### src/rtl/gapped_det_pkg.sv
package gapped_det_pkg;
  localparam int unsigned StateW = 3;

  // Gray-like codes: most arcs flip one bit
  typedef enum logic [StateW-1:0] {
    ST_IDLE    = 3'b000,
    ST_ZERO    = 3'b001,
    ST_ONE     = 3'b011,
    ST_HIT     = 3'b010,
    ST_GAP     = 3'b111,
    ST_GAP_HIT = 3'b110
  } det_state_e;
endpackage

### src/rtl/gapped_det_next.sv
module gapped_det_next
  import gapped_det_pkg::*;
(
  input  logic [StateW-1:0] state_i,
  input  logic              x_i,
  output logic [StateW-1:0] state_nxt_o
);
  always_comb begin
    unique case (state_i)
      ST_IDLE:    state_nxt_o = x_i ? ST_IDLE : ST_ZERO;
      ST_ZERO:    state_nxt_o = x_i ? ST_ONE  : ST_ZERO;
      ST_ONE:     state_nxt_o = x_i ? ST_HIT  : ST_GAP;
      ST_GAP:     state_nxt_o = x_i ? ST_GAP_HIT : ST_GAP;
      ST_HIT:     state_nxt_o = x_i ? ST_IDLE : ST_ZERO;
      ST_GAP_HIT: state_nxt_o = x_i ? ST_HIT  : ST_GAP;
      default:    state_nxt_o = ST_IDLE; // unused codes recover
    endcase
  end
endmodule

### src/rtl/gapped_det_out.sv
module gapped_det_out
  import gapped_det_pkg::*;
(
  input  logic [StateW-1:0] state_i,
  input  logic              x_i,
  output logic              z_moore_o,
  output logic              z_mealy_o
);
  always_comb begin
    z_moore_o = 1'b0;
    z_mealy_o = 1'b0;
    unique case (state_i)
      ST_HIT, ST_GAP_HIT: z_moore_o = 1'b1;
      ST_ONE, ST_GAP:     z_mealy_o = x_i;
      default: ;
    endcase
  end
endmodule

### src/rtl/gapped_det.sv
module gapped_det
  import gapped_det_pkg::*;
(
  input  logic clk_i,
  input  logic rst_ni,
  input  logic x_i,
  output logic z_moore_o,
  output logic z_mealy_o
);
  logic [StateW-1:0] state_q;
  logic [StateW-1:0] state_d;

  gapped_det_next u_next (
    .state_i     (state_q),
    .x_i         (x_i),
    .state_nxt_o (state_d)
  );

  gapped_det_out u_out (
    .state_i   (state_q),
    .x_i       (x_i),
    .z_moore_o (z_moore_o),
    .z_mealy_o (z_mealy_o)
  );

  always_ff @(posedge clk_i or negedge rst_ni) begin
    if (!rst_ni) state_q <= ST_IDLE;
    else         state_q <= state_d;
  end
endmodule

### config.mk
export PLATFORM = sky130hd
export DESIGN_NAME = gapped_det
export DESIGN_NICKNAME = d
export VERILOG_FILES = /design/src/rtl/gapped_det_pkg.sv /design/src/rtl/gapped_det_next.sv /design/src/rtl/gapped_det_out.sv /design/src/rtl/gapped_det.sv
export SDC_FILE = /design/constraint.sdc
export NUM_CORES = 1
export LEC_CHECK = 0
export BUFFER_PORTS_ARGS = -buffer_cell sky130_fd_sc_hd__buf_2
export CAP_MARGIN = 0
export CORE_AREA = 10 10 47 49
export DETAILED_ROUTE_END_ITERATION = 8
export DIE_AREA = 0 0 57 59
export HOLD_SLACK_MARGIN = 0.12
export SLEW_MARGIN = 20
export SYNTH_ARGS = -nofsm -noshare
export SYNTH_HDL_FRONTEND = slang
export SYNTH_SLANG_ARGS = --single-unit
### constraint.sdc
create_clock -name clk_i -period 0.8 [get_ports clk_i]
set_input_delay 0.12 -clock clk_i [delete_from_list [all_inputs] [get_ports clk_i]]
set_output_delay 0.12 -clock clk_i [all_outputs]
set_load 0.1 [all_outputs]
==> run summary <==
The checks that failed: setup timing. The fraction of registers with async set/reset was 100%; the maximum root-to-sink buffer count was 2. For this configuration, the core starts out at a cell density of 10.7%. Maximum level of the CTS H-tree: 1. The worst hold path begins at x_i. The tool flagged a number of max-cap violations equal to 0.

Clock tree synthesis found a total of 3 sinks. Between clock sinks in the finished design, the worst skew comes to 1.30 ps. The signal on the critical path passes through and2b_4 -> buf_12. The run gives 680 ps as the required time at the worst-slack endpoint. The worst-case IR drop observed on VDD is 945 uV.

Footprint of the flip-flops and latches: 75.1 sq um. Most frequently used flop master after synthesis: dfrtp_1. Synthesis produced a netlist with a net count of 17. The layout cell share with drive strength beyond 1 is 59.3%.

The tools report the share of the yosys chip area belonging to registers as 50.0%. The number of different library cells used by synthesis comes to 10. The commonest cells after synthesis are 3 x dfrtp_1, 3 x nor2b_1. For this run, the detailed router's first-pass iteration total came to 3. The tools report the number of global-route vias before repair as 195. The floorplan has 14 rows. Dividing the detail-routed wire length by the instance count gives 9.53 microns. In this run the static leakage power is 0.135 nW.

The synthesized design contains 0 enable-type register cells. The path class of the tightest hold or removal check is input pin to register. Shortest clock period the worst path allows after layout: 1170 ps.

For the overall global routing resource usage, the log shows 3.07%. Summing all placed instances gives a cell area of 241 sq um. The worst hold path terminates at state_q[2]$_DFF_PN0_. Largest family of logic cells by synthesized area: simple AND/OR/NAND/NOR gates.

Of all nets on the critical path, the largest fanout is 3. The routed design has 410 microns of wire. The number of antenna violations at the first check in global routing is 0.

STA classifies the critical path endpoint as an output pin. Before CTS, the worst setup slack after placement is -135 ps. For the multi-input logic area, the log shows 91.3 sq um. In this run the critical register-to-register path is launched from state_q[1]$_DFF_PN0_.

The slew at the pin with the worst max-slew slack works out to 130 ps. The global-route wire length before repair is 738 microns. The endpoint identified for the worst register-to-register timing path is state_q[1]$_DFF_PN0_. After synthesis the netlist holds a flip-flop and latch count of 3. Summed over all instances, the cell type with the most area after synthesis is dfrtp_1. The number of hold-slack violations in the final timing report was 0. The number of buffers and inverters on the critical path works out to 1.

The multiplexer fraction of the synthesized cell area was 0%. The logs give 0 for the post-detailed-route DRC marker count and 3360 sq um for the die area. In this run the cell area of the synthesized design comes to 150 sq um. The iteration-0 DRC count of the detailed router was 6. At the end of routability-driven placement, the weighted congestion stood at 0.612.

For the setup slack on the worst flop-to-flop path, the log shows -130 ps. Antenna diode count: 0. TritonCTS built the clock tree. The fraction of the core area covered by cells at the end of the flow is 22.3%. Synthesis warning total: 0. Of the total synthesized cell area, the portion taken by XOR and XNOR cells is 0%. In the final layout, the registers with the most flip-flops are state_q: 3 flops.

The tools report the top-level I/O count as 5. Relative to the synthesized area, the layout overhead comes to 108%. The tree is rooted in a clkbuf_4.

In this run the vertical extent of the chip is 59 microns. Counting every instance in the synthesized netlist gives 14. The synthesized netlist devotes 0% of its cell area to adder and majority cells. Buffers inserted during clock tree synthesis total 3.

Setup repair after global routing could not meet its margin everywhere. Summed over all failing endpoints, the final setup total negative slack is -928 ps. The final cycle utilization of the critical path is 146%. For the worst setup path, the data arrival time is 1050 ps. By area the synthesized netlist is led by dfrtp_1 50%, nor2b_1 13%, o22a_2 6.7%. The cell with the biggest individual delay on the critical path is dfrtp_1. Once layout is done, the placed cells without fillers occupy 313 sq um. The floorplan step set the die width to 57 microns. Final hold analysis gives a worst-case slack of 209 ps.

Dividing the detail-routed via count by the number of cells gives 3.58. Global routing finished with a remaining overflow of 0. Grouping stages by cell kind, the critical path spends the most delay in flip-flops. The number of setup violations in the final report is 5, and the highest cell delay on the worst timing path is 390 ps. The clock reaches the later pin of the worst-skew pair after 230 ps. Ranked by flip-flop count, first place goes to state_q. Summing the areas of all and, or, nand and nor instances in the mapped netlist gives 34.2% of the synthesized area. The number of cells on the worst reg-to-reg path is 3.

The startpoint type of the worst setup path is a register. The count of buffers from port buffering was 4. Static timing analysis puts the maximum clock frequency at 856 MHz. The worst hold path cell count works out to 3.

The power density over the cells is 4730 nW/um^2. CTS clock-pin slew for the worst setup and hold paths: 30 ps. The synthesized design devotes to its leading area cell type 50.0% of total area. The core area is 1400 sq um, and the final-stage net count is 31. The run finished, with violations left.

The max-slew violation count was 0; the post-synthesis area per instance was 10.7 sq um. Share of the synthesized area in compound gates (AO/OA/AOI/OAI): 15.8%. Entering global routing, the biggest net connects 6 pins. The relative slew slack was 91.4%; the flip-flop count of the largest register after layout was 3. The routed layout has 154 vias. Type of the worst setup path: register to output pin. The logs give -369 ps for the smallest setup slack after layout and 164 for the fill cell total of the finished layout. The detail route stage leaves a number of antenna-violating nets equal to 0.
[what timing repair did]
| item | CTS | global route |
|---|---|---|
| setup buffers | 1 | 2 |
| pin swaps | 1 | 1 |
| gates cloned | 0 | 0 |
| hold buffers | 2 | 0 |
| endpoints found under the hold margin | 4 | 0 |
| setup endpoints to repair | 5 | 5 |
| resized for setup | 4 | 2 |
[layer usage]
layer	wire length (microns)	GRT usage (%)	up-vias
met5	0	0	-
li1	-	-	73
met2	231	4.65	5
met1	134	2.02	76
met3	44	2.58	0
met4	0	4.03	0
[per-stage QoR]
step	cells	power, mW
3_3_place_gp	36	1.06
3_5_place_dp	36	1.08
5_1_grt	43	1.59
4_1_cts	43	1.50
2_1_floorplan	14	0.776
6_report	43	1.48
[cells in the final DEF (no fill, tap or decap), drive strengths merged]
master	count
o22a	1
o21ai	1
nor2b	3
nand2b	1
dlygate4sd3	2
clkbuf	4
a21oi	1
and3	1
buf	7
dfrtp	3
and2b	1
nand3b	1
nand2	1
[power by group]
part | switching, mW | leakage [nW] | internal, mW
logic | 0.469 | 0.0837 | 0.450
registers | 0.0719 | 0.0362 | 0.230
clock network | 0.0726 | 0.0150 | 0.186
[worst max path at each step]
stage               slack (ps)                  from  cells after the start        end
finish                    -370  state_q[0]$_DFF_PN0_                      2  z_moore_o
global route              -410  state_q[0]$_DFF_PN0_                      2  z_moore_o
CTS                       -390  state_q[0]$_DFF_PN0_                      2  z_moore_o
detailed placement        -130  state_q[0]$_DFF_PN0_                      2  z_moore_o
global placement          -120  state_q[0]$_DFF_PN0_                      2  z_moore_o
floorplan                 -180  state_q[0]$_DFF_PN0_                      1  z_moore_o
[kinds of logic after synthesis]
logic type	Yosys count
flip-flops	3
AND/OR/NAND/NOR	8
AO/OA/AOI/OAI	3
[area by class of cell]
class                           count  area share [%]
Timing Repair Buffer                9            32.0
Clock buffer                        4            8.40
Tap cell                           16            6.40
Multi-Input combinational cell     11            29.2
Sequential cell                     3            24.0
[tightest hold or removal path: stages]
cell and delay, ps:
buf_2 110, nand3b_1 100, o21ai_1 60
(Power assumes the default switching activity.)
